`src/rtl/glcd_pkg.sv`:
```
package glcd_pkg;

  typedef enum logic [2:0] {
    ACC_NONE,
    ACC_INSTR,
    ACC_STATUS,
    ACC_WRITE,
    ACC_READ
  } acc_kind_e;

  typedef struct packed {
    acc_kind_e  kind;
    logic [7:0] data;
  } acc_t;

  // status byte bit positions (host software decodes these)
  localparam int ST_BUSY = 7;
  localparam int ST_OFF  = 5;
  localparam int ST_RST  = 4;

  // instruction opcode prefixes
  localparam logic [6:0] OPC_DISP  = 7'b0011111; // bits 7:1
  localparam logic [1:0] OPC_COL   = 2'b01;      // bits 7:6
  localparam logic [4:0] OPC_PAGE  = 5'b10111;   // bits 7:3
  localparam logic [1:0] OPC_START = 2'b11;      // bits 7:6

endpackage

```
`src/rtl/glcd_bus_sampler.sv`:
```
module glcd_bus_sampler
  import glcd_pkg::*;
(
  input  logic       clk,
  input  logic       rst_n,
  input  logic       e_strobe,
  input  logic       cs1_n,
  input  logic       cs2_n,
  input  logic       cs3,
  input  logic       rs,
  input  logic       rw,
  input  logic [7:0] db_i,
  output logic       sel,
  output acc_t       acc
);

  logic strobe_q;

  always_ff @(posedge clk or negedge rst_n) begin
    if (!rst_n) strobe_q <= 1'b0;
    else        strobe_q <= e_strobe;
  end

  assign sel = !cs1_n && !cs2_n && cs3;

  always_comb begin
    acc.data = db_i;
    acc.kind = ACC_NONE;
    if (strobe_q && !e_strobe && sel) begin
      unique case ({rs, rw})
        2'b00: acc.kind = ACC_INSTR;
        2'b01: acc.kind = ACC_STATUS;
        2'b10: acc.kind = ACC_WRITE;
        default: acc.kind = ACC_READ;
      endcase
    end
  end

endmodule

```
`src/rtl/glcd_ctrl.sv`:
```
module glcd_ctrl
  import glcd_pkg::*;
#(
  parameter int COLS     = 64,
  parameter int PAGES    = 8,
  parameter int LINES    = 64,
  parameter int BUSY_CYC = 2,
  localparam int COL_W   = $clog2(COLS),
  localparam int PAGE_W  = $clog2(PAGES),
  localparam int LINE_W  = $clog2(LINES),
  localparam int BCNT_W  = $clog2(BUSY_CYC + 1)
)(
  input  logic              clk,
  input  logic              rst_n,
  input  acc_t              acc,
  output logic [PAGE_W-1:0] page,
  output logic [COL_W-1:0]  col,
  output logic [LINE_W-1:0] start_line,
  output logic              disp_on,
  output logic              busy,
  output logic              wr_stb,
  output logic              rd_stb
);

  logic [BCNT_W-1:0] bcnt;
  logic              take;
  logic              is_instr;

  assign busy     = (bcnt != '0);
  assign take     = !busy && (acc.kind == ACC_INSTR || acc.kind == ACC_WRITE ||
                              acc.kind == ACC_READ);
  assign is_instr = take && (acc.kind == ACC_INSTR);
  assign wr_stb   = take && (acc.kind == ACC_WRITE);
  assign rd_stb   = take && (acc.kind == ACC_READ);

  // busy window
  always_ff @(posedge clk or negedge rst_n) begin
    if (!rst_n)    bcnt <= '0;
    else if (take) bcnt <= BCNT_W'(BUSY_CYC);
    else if (busy) bcnt <= bcnt - 1'b1;
  end

  // instruction-loaded registers
  always_ff @(posedge clk or negedge rst_n) begin
    if (!rst_n) begin
      disp_on    <= 1'b0;
      start_line <= '0;
      page       <= '0;
    end else if (is_instr) begin
      if (acc.data[7:1] == OPC_DISP)
        disp_on <= acc.data[0];
      else if (acc.data[7:3] == OPC_PAGE)
        page <= acc.data[PAGE_W-1:0];
      else if (acc.data[7:6] == OPC_START)
        start_line <= acc.data[LINE_W-1:0];
    end
  end

  // column counter: loaded by instruction, stepped by data access
  always_ff @(posedge clk or negedge rst_n) begin
    if (!rst_n) begin
      col <= '0;
    end else if (is_instr && acc.data[7:6] == OPC_COL) begin
      col <= acc.data[COL_W-1:0];
    end else if (wr_stb || rd_stb) begin
      if (col == COL_W'(COLS - 1)) col <= '0;
      else                         col <= col + 1'b1;
    end
  end

endmodule

```
`src/rtl/glcd_dram.sv`:
```
module glcd_dram #(
  parameter int DEPTH = 512,
  parameter int DW    = 8,
  localparam int AW   = $clog2(DEPTH)
)(
  input  logic          clk,
  input  logic          we,
  input  logic [AW-1:0] addr,
  input  logic [DW-1:0] wdata,
  output logic [DW-1:0] rdata
);

  logic [DW-1:0] mem [DEPTH];

  always_ff @(posedge clk) begin
    if (we) mem[addr] <= wdata;
  end

  assign rdata = mem[addr];

endmodule

```
`src/rtl/glcd_rdpath.sv`:
```
module glcd_rdpath
  import glcd_pkg::*;
(
  input  logic       clk,
  input  logic       rst_n,
  input  logic       rd_stb,
  input  logic [7:0] ram_q,
  input  logic       e_strobe,
  input  logic       sel,
  input  logic       rs,
  input  logic       rw,
  input  logic       busy,
  input  logic       disp_on,
  output logic [7:0] db_o,
  output logic       db_oe
);

  logic [7:0] out_q;
  logic [7:0] status;

  always_ff @(posedge clk or negedge rst_n) begin
    if (!rst_n)      out_q <= '0;
    else if (rd_stb) out_q <= ram_q;
  end

  always_comb begin
    status          = '0;
    status[ST_BUSY] = busy;
    status[ST_OFF]  = !disp_on;
    status[ST_RST]  = !rst_n;
  end

  assign db_oe = e_strobe && sel && rw && (rst_n || !rs);
  assign db_o  = rs ? out_q : status;

endmodule

```
`src/rtl/glcd_seg_host_if.sv`:
```
module glcd_seg_host_if
  import glcd_pkg::*;
#(
  parameter int COLS     = 64,
  parameter int PAGES    = 8,
  parameter int LINES    = 64,
  parameter int BUSY_CYC = 2,
  localparam int COL_W   = $clog2(COLS),
  localparam int PAGE_W  = $clog2(PAGES),
  localparam int LINE_W  = $clog2(LINES),
  localparam int DEPTH   = COLS * PAGES
)(
  input  logic              clk,
  input  logic              rst_n,
  input  logic              e_strobe,
  input  logic              cs1_n,
  input  logic              cs2_n,
  input  logic              cs3,
  input  logic              rs,
  input  logic              rw,
  input  logic [7:0]        db_i,
  output logic [7:0]        db_o,
  output logic              db_oe,
  output logic              busy,
  output logic              disp_on,
  output logic [LINE_W-1:0] start_line
);

  acc_t              acc;
  logic              sel;
  logic [PAGE_W-1:0] page;
  logic [COL_W-1:0]  col;
  logic              wr_stb;
  logic              rd_stb;
  logic [7:0]        ram_q;

  glcd_bus_sampler u_sampler (
    .clk      (clk),
    .rst_n    (rst_n),
    .e_strobe (e_strobe),
    .cs1_n    (cs1_n),
    .cs2_n    (cs2_n),
    .cs3      (cs3),
    .rs       (rs),
    .rw       (rw),
    .db_i     (db_i),
    .sel      (sel),
    .acc      (acc)
  );

  glcd_ctrl #(
    .COLS     (COLS),
    .PAGES    (PAGES),
    .LINES    (LINES),
    .BUSY_CYC (BUSY_CYC)
  ) u_ctrl (
    .clk        (clk),
    .rst_n      (rst_n),
    .acc        (acc),
    .page       (page),
    .col        (col),
    .start_line (start_line),
    .disp_on    (disp_on),
    .busy       (busy),
    .wr_stb     (wr_stb),
    .rd_stb     (rd_stb)
  );

  glcd_dram #(
    .DEPTH (DEPTH),
    .DW    (8)
  ) u_dram (
    .clk   (clk),
    .we    (wr_stb),
    .addr  ({page, col}),
    .wdata (acc.data),
    .rdata (ram_q)
  );

  glcd_rdpath u_rdpath (
    .clk      (clk),
    .rst_n    (rst_n),
    .rd_stb   (rd_stb),
    .ram_q    (ram_q),
    .e_strobe (e_strobe),
    .sel      (sel),
    .rs       (rs),
    .rw       (rw),
    .busy     (busy),
    .disp_on  (disp_on),
    .db_o     (db_o),
    .db_oe    (db_oe)
  );

endmodule

```
`config.mk`:
```
export PLATFORM = sky130hd
export DESIGN_NAME = glcd_seg_host_if
export DESIGN_NICKNAME = d
export VERILOG_FILES = /design/src/rtl/glcd_pkg.sv /design/src/rtl/glcd_bus_sampler.sv /design/src/rtl/glcd_ctrl.sv /design/src/rtl/glcd_dram.sv /design/src/rtl/glcd_rdpath.sv /design/src/rtl/glcd_seg_host_if.sv
export SDC_FILE = /design/constraint.sdc
export NUM_CORES = 2
export LEC_CHECK = 0
export BUFFER_PORTS_ARGS = -buffer_cell sky130_fd_sc_hd__buf_2
export CAP_MARGIN = 20
export CORE_MARGIN = 10
export CORE_UTILIZATION = 55
export CTS_CLUSTER_DIAMETER = 80
export DETAILED_ROUTE_END_ITERATION = 16
export MAX_ROUTING_LAYER = met4
export PLACE_DENSITY = 0.7
export SYNTH_ARGS = -nofsm -noshare
export SYNTH_HDL_FRONTEND = slang
export SYNTH_SLANG_ARGS = --single-unit
export TNS_END_PERCENT = 20
```
`constraint.sdc`:
```
create_clock -name clk -period 6.68 [get_ports clk]
set_input_delay 0 -clock clk [delete_from_list [all_inputs] [get_ports clk]]
set_output_delay 0 -clock clk [all_outputs]
set_load 0.02 [all_outputs]
```
Word level (Yosys, flattened, before mapping)
Memory sizes are Yosys's and may differ from the RTL's. A register that Yosys moved wholly into a read port is not among the register bits.
Cells that the tools add are included.
{"block": "totals", "register_bits": 19, "ramBits": 4096, "word_cells": 62, "n_memories": 1, "out_inout_bits": 17}
{"block": "op_classes", "n_mux": 10, "add_sub_neg": 2, "reduce_logical": 31, "bitwise": 2, "n_eq_ne": 10}
{"name": "u_dram.mem", "depth": 512, "width": 8, "read_ports": 1, "rd_ports_with_merged_regs": 1, "write_ports": 1, "line_no": "glcd_dram.sv:13", "rtl": "logic [DW-1:0] mem [DEPTH];"}
{"op": "$mux W6", "count": 3}
{"op": "$logic_and A1 B1 Y1", "count": 12}
{"op": "$pmux W3 S3", "count": 1}
{"op": "$logic_not A1 Y1", "count": 8}
{"op": "$mux W8", "count": 1}
{"op": "$eq A7 B5 Y1 const B", "count": 1}
{"op": "$add A6 B1 Y6 const B", "count": 1}
{"op": "$eq A6 B6 Y1 const B", "count": 1}
{"op": "$reduce_bool A2 Y1", "count": 3}
{"op": "$eq A5 B5 Y1 const B", "count": 1}
{"op": "$eq A2 B1 Y1 const B", "count": 2}
{"op": "$eq A2 B2 Y1 const B", "count": 2}
{"op": "$logic_or A1 B1 Y1", "count": 4}
{"op": "$mux W2", "count": 2}
{"op": "$reduce_and A4 Y1", "count": 1}
{"op": "$eq A3 B1 Y1 const B", "count": 1}
{"op": "$eq A3 B2 Y1 const B", "count": 1}
{"op": "$eq A3 B3 Y1 const B", "count": 1}
{"op": "$mux W3", "count": 1}
{"op": "$reduce_and A3 Y1", "count": 1}
{"op": "$logic_not A2 Y1", "count": 1}
{"op": "$mux W1", "count": 2}
{"op": "$not A1 Y1", "count": 2}
{"op": "$reduce_and A2 Y1", "count": 1}
{"op": "$sub A2 B1 Y2 const B", "count": 1}

Logic depth before layout (Yosys ltp)
{"block": "logic_depth", "depth_word": 13, "depth_mapped": 13}

By module
Synthesis repeated with hierarchy kept, for this count alone.
{"block": "hier_totals", "hier_cells": 7711, "area_unflattened_um2": 159753.2}
{"mod": "glcd_dram", "cells_each": 7567, "area_each_um2": 158199.2, "seq_area_each_um2": 122998.0, "instances": 1}
{"mod": "glcd_ctrl", "cells_each": 92, "area_each_um2": 948.4, "seq_area_each_um2": 450.4, "instances": 1}
{"mod": "glcd_rdpath", "cells_each": 32, "area_each_um2": 419.2, "seq_area_each_um2": 200.2, "instances": 1}
{"mod": "glcd_bus_sampler", "cells_each": 20, "area_each_um2": 186.4, "seq_area_each_um2": 25.0, "instances": 1}

Worst setup path before layout
Ideal clock, no wire load.
{"block": "synth_path", "kind": "reg-to-reg", "start": "register u_ctrl.col[1]", "end": "memory u_dram.mem[36][0], enable pin", "stages_incl_launch_ff": 12, "t_required_ps": 6310, "arrival_time_ps": 2439, "n_path_buf": 7, "synth_period_minus_slack_ps": 2810, "path_slack_ps": 3870, "setup_time_ps": 370, "cell_sequence": "dfrtp_1 > buf_2 > buf_6 > buf_4 > buf_2 > buf_2 > buf_2 > inv_1 > ha_1 > nand2_1 > buf_1 > nor2_1"}
{"element": "from (decl)", "line_no": "glcd_ctrl.sv:17", "rtl": "output logic [COL_W-1:0] col,"}
{"element": "from (signal assigned)", "line_no": "glcd_ctrl.sv:64", "rtl": "col <= acc.data[COL_W-1:0];"}
{"element": "from (signal assigned)", "line_no": "glcd_ctrl.sv:67", "rtl": "else col <= col + 1'b1;"}
{"element": "to (decl)", "line_no": "glcd_dram.sv:13"}
Straight into the memory's write port.

==> impl_metrics.yaml <==
placement:
  place_congestion: 0.954
  port_buffers: 32
  dp_hpwl_mm: 259
  dp_cells: 10900
route:
  drt_wl_total_mm: 438
  wl_per_cell_um: 37.6
  via_count: 81400
  drc: 0
  drt-pass1-iter-count: 8
  drtIter0Drc: 14100
  drtAntennaViolNets: 0
  viasPerCell: 6.98
cells_and_area:
  drive_above_1_share_pct: 23.9
  synthToLayoutAreaGrowth_pct: 11.3
  nets: 7547
  final_cells: 11700
sta:
  finalSetupViolCount: 0
  final.setup.tns_ns: 0
  period_minus_slack_ns: 4.89
  whs_ns: 0.0132
  final.setup_skew_ns: 0.0715
  worst_pin_slew_ns: 1.33
  post-route-period-util_pct: 73.2
  hold_viol: 0
  timing.slew.headroom_pct: 10.6
  rsz0062_at_grt: "no"
  fmax_mhz: 205
  slew_violations: 0
logic_synthesis:
  synth_top_area_share_pct: 77.3
  yosysTopAreaCell: "edfxtp_1"
  ys.flop_type: "edfxtp_1"
  yosysMostFrequentCell: "edfxtp_1"
  synth-edff-count: 4096
  yosys-top-cells-count: "edfxtp_1, mux4_2, nor2_1, a22oi_1, clkbuf_1"
  synth_simple_gate_area_share_pct: 2.38
  yosysSeqAreaShare_pct: 77.7
  syn-num-nets: 7367
  synthAdderAreaFrac_pct: 0.0629
  synth-xor-area-share_pct: 0
  synth_compound_area_share_pct: 3.01
  synthTopCellsByArea: "edfxtp_1, mux4_2, a22oi_1"
  synthCells: 7343
  synth.avg_cell_area_um2: 21.7
  ys_ff_latch: 4123
  synth_top_family_by_area: "multiplexers"
  yosysUniqueCellTypes: 72
  async_flop_share_pct: 0.655
  ys_warn_count: 0
  synth_area_um2: 159000
  synth.area.mux_share_pct: 15.3
clock_network:
  clock_tree.root_cell: "clkbuf_16"
  clk_pin_slew_ns: 0.06
  cts_buffers: 399
  cts_buffer_depth: 4
  clkLatencyLatePin_ns: 0.99
  cts.repair.resized: 0
  cts_sinks: 4123
  cts_tree: "done"
  ctsHtreeMaxLevel: 5
worst_setup_path:
  crit_family: "compound AO/OA/AOI/OAI gates"
  rr_startpoint: "u_ctrl.col[0]"
  cp.arrival_ns: 5.74
  rr_endpoint: "u_rdpath.out_q[1]"
  cpMaxStageDelayCell: "dfrtp_4"
  path_buf_inv: 1
  critPathCaptureType: "register"
  worst-r2r-setup-slack_ns: 1.79
  cp_max_fo: 44
  cpPeakStageDelay_ns: 1.13
  start_kind: "register"
  path_class: "reg2reg"
  path_cells: "buf_4, mux4_2, mux2i_1, o41ai_1, a311oi_1, o311ai_1, nor4_1, a31oi_1"
  required_ns: 7.53
  reg2reg_depth: 8
worst_hold_path:
  hp-start: "cs2_n"
  min_path_type: "in2reg"
  hold_depth: 6
  worstHoldEndpoint: "u_ctrl.disp_on"
floorplan:
  ios: 33
  initial_core_util_pct: 55.3
  die_area_um2: 311000
  dieHeight_um: 558
  rows: 197
  die_w_um: 558
  core_um2: 288000
grt:
  grt_usage_pct: 28.8
  grt_pass1_wl_mm: 619
  grt_max_degree: 179
  antenna_found_initial: 24
  grt_pass1_vias: 79800
  grt_overflow: 0
power_and_ir_drop:
  ir_worst_vdd_uv: 324
  p_total_mw: 59.7
  leakage_nw: 55.8
  p_per_area_nw_per_um2: 337
outcome:
  status: "finished clean"
flow_run:
  cap_violations: 0
stage by stage:
stage	setup slack, ns	util, %	cell area [um^2]
global placement	1.39	56.9	164000
detailed placement	1.85	57.0	164000
CTS	1.82	61.4	177000
floorplan	3.87	-	159000
global route	1.66	61.5	177000
finish	1.79	61.5	177000
metal layers:
metal	wire, um	GRT usage [%]	up-vias
li1	-	-	31400
met3	53700	7.55	1097
met1	158000	38.8	43000
met5	0	-	-
met4	24200	12.8	0
met2	203000	41.9	5954
flip-flops by register name, summed over array words and instances, names as in the netlist:
register and flops:
u_dram.mem 4096, u_rdpath.out_q 8, u_ctrl.col 6, u_ctrl.start_line 6
u_ctrl.page 3, u_ctrl.bcnt 2, u_ctrl.disp_on 1, u_sampler.strobe_q 1
logic make-up (layout without fill, tap and decap cells):
family	count (synthesis)	count (layout)
other	0	32
adder cells (fa/ha/maj)	8	8
AO/OA/AOI/OAI	666	666
AND/OR/NAND/NOR	882	882
multiplexers	1181	1181
buffers and inverters	483	993
flip-flops	4123	4123
repair_timing:
item,CTS,global route
setup buffers,0,0
hold endpoints to repair,1647,0
hold buffers,17,0
cell usage in the layout, fill, tap and decap left out, types with 18 or more instances in the layout:
master | Yosys | final
o22ai_1 | 28 | 28
buf_4 | 35 | 149
edfxtp_1 | 4096 | 4096
mux2i_1 | 158 | 158
clkbuf_16 | 0 | 403
buf_2 | 148 | 27
o21ai_0 | 26 | 24
bufinv_16 | 0 | 28
nor2_1 | 563 | 558
dfrtp_1 | 27 | 21
clkinv_2 | 0 | 68
a22o_1 | 42 | 42
nor4_1 | 28 | 24
nand4_1 | 25 | 25
diode_2 | 0 | 32
clkbuf_1 | 178 | 82
a22oi_1 | 318 | 318
a221oi_1 | 28 | 28
clkinv_1 | 0 | 95
a21oi_1 | 115 | 115
mux2_2 | 23 | 23
mux4_2 | 1000 | 1000
buf_12 | 1 | 44
nor3_1 | 24 | 21
nand3_1 | 39 | 39
a31oi_1 | 18 | 18
nand2_1 | 125 | 107
worst max path at each step:
| stage | startpoint | endpoint | slack (ns) | depth (start not counted) |
|---|---|---|---|---|
| after floorplan | u_ctrl.col[1] | u_dram.mem[36][0] | 3.87 | 11 |
| after global placement | u_ctrl.col[0] | u_rdpath.out_q[7] | 1.39 | 7 |
| after detailed placement | u_ctrl.col[0] | u_rdpath.out_q[4] | 1.85 | 8 |
| after CTS | u_ctrl.col[0] | u_rdpath.out_q[4] | 1.82 | 8 |
| after global routing | u_ctrl.col[0] | u_rdpath.out_q[1] | 1.66 | 8 |
| final | u_ctrl.col[0] | u_rdpath.out_q[1] | 1.79 | 8 |
tightest hold or removal path, stage by stage:
cell and delay (ns):
buf_2 0.07, or3b_1 0.28, or2_2 0.21, nor4_2 0.10, nand4b_1 0.13, mux2_2 0.16
report_power, final:
part | internal, mW | leakage [nW] | total [mW] | switching, mW
sequential | 28.5 | 37.1 | 28.6 | 0.150
combinational | 3.49 | 12.5 | 9.09 | 5.60
clock | 12.3 | 6.17 | 22.0 | 9.76
total | 44.2 | 55.8 | 59.7 | 15.5
final cells by class:
type	instances	area, um^2
inverters	11	43.8
multi-input cells	2737	33400
clock inverters	241	2260
well taps	3781	4730
flip-flops and latches	4123	124000
clock buffers	490	10500
fillers	19100	111000
repair buffers	251	2530
diodes	32	80.1
No activity file was read; power rests on OpenSTA's default activity.
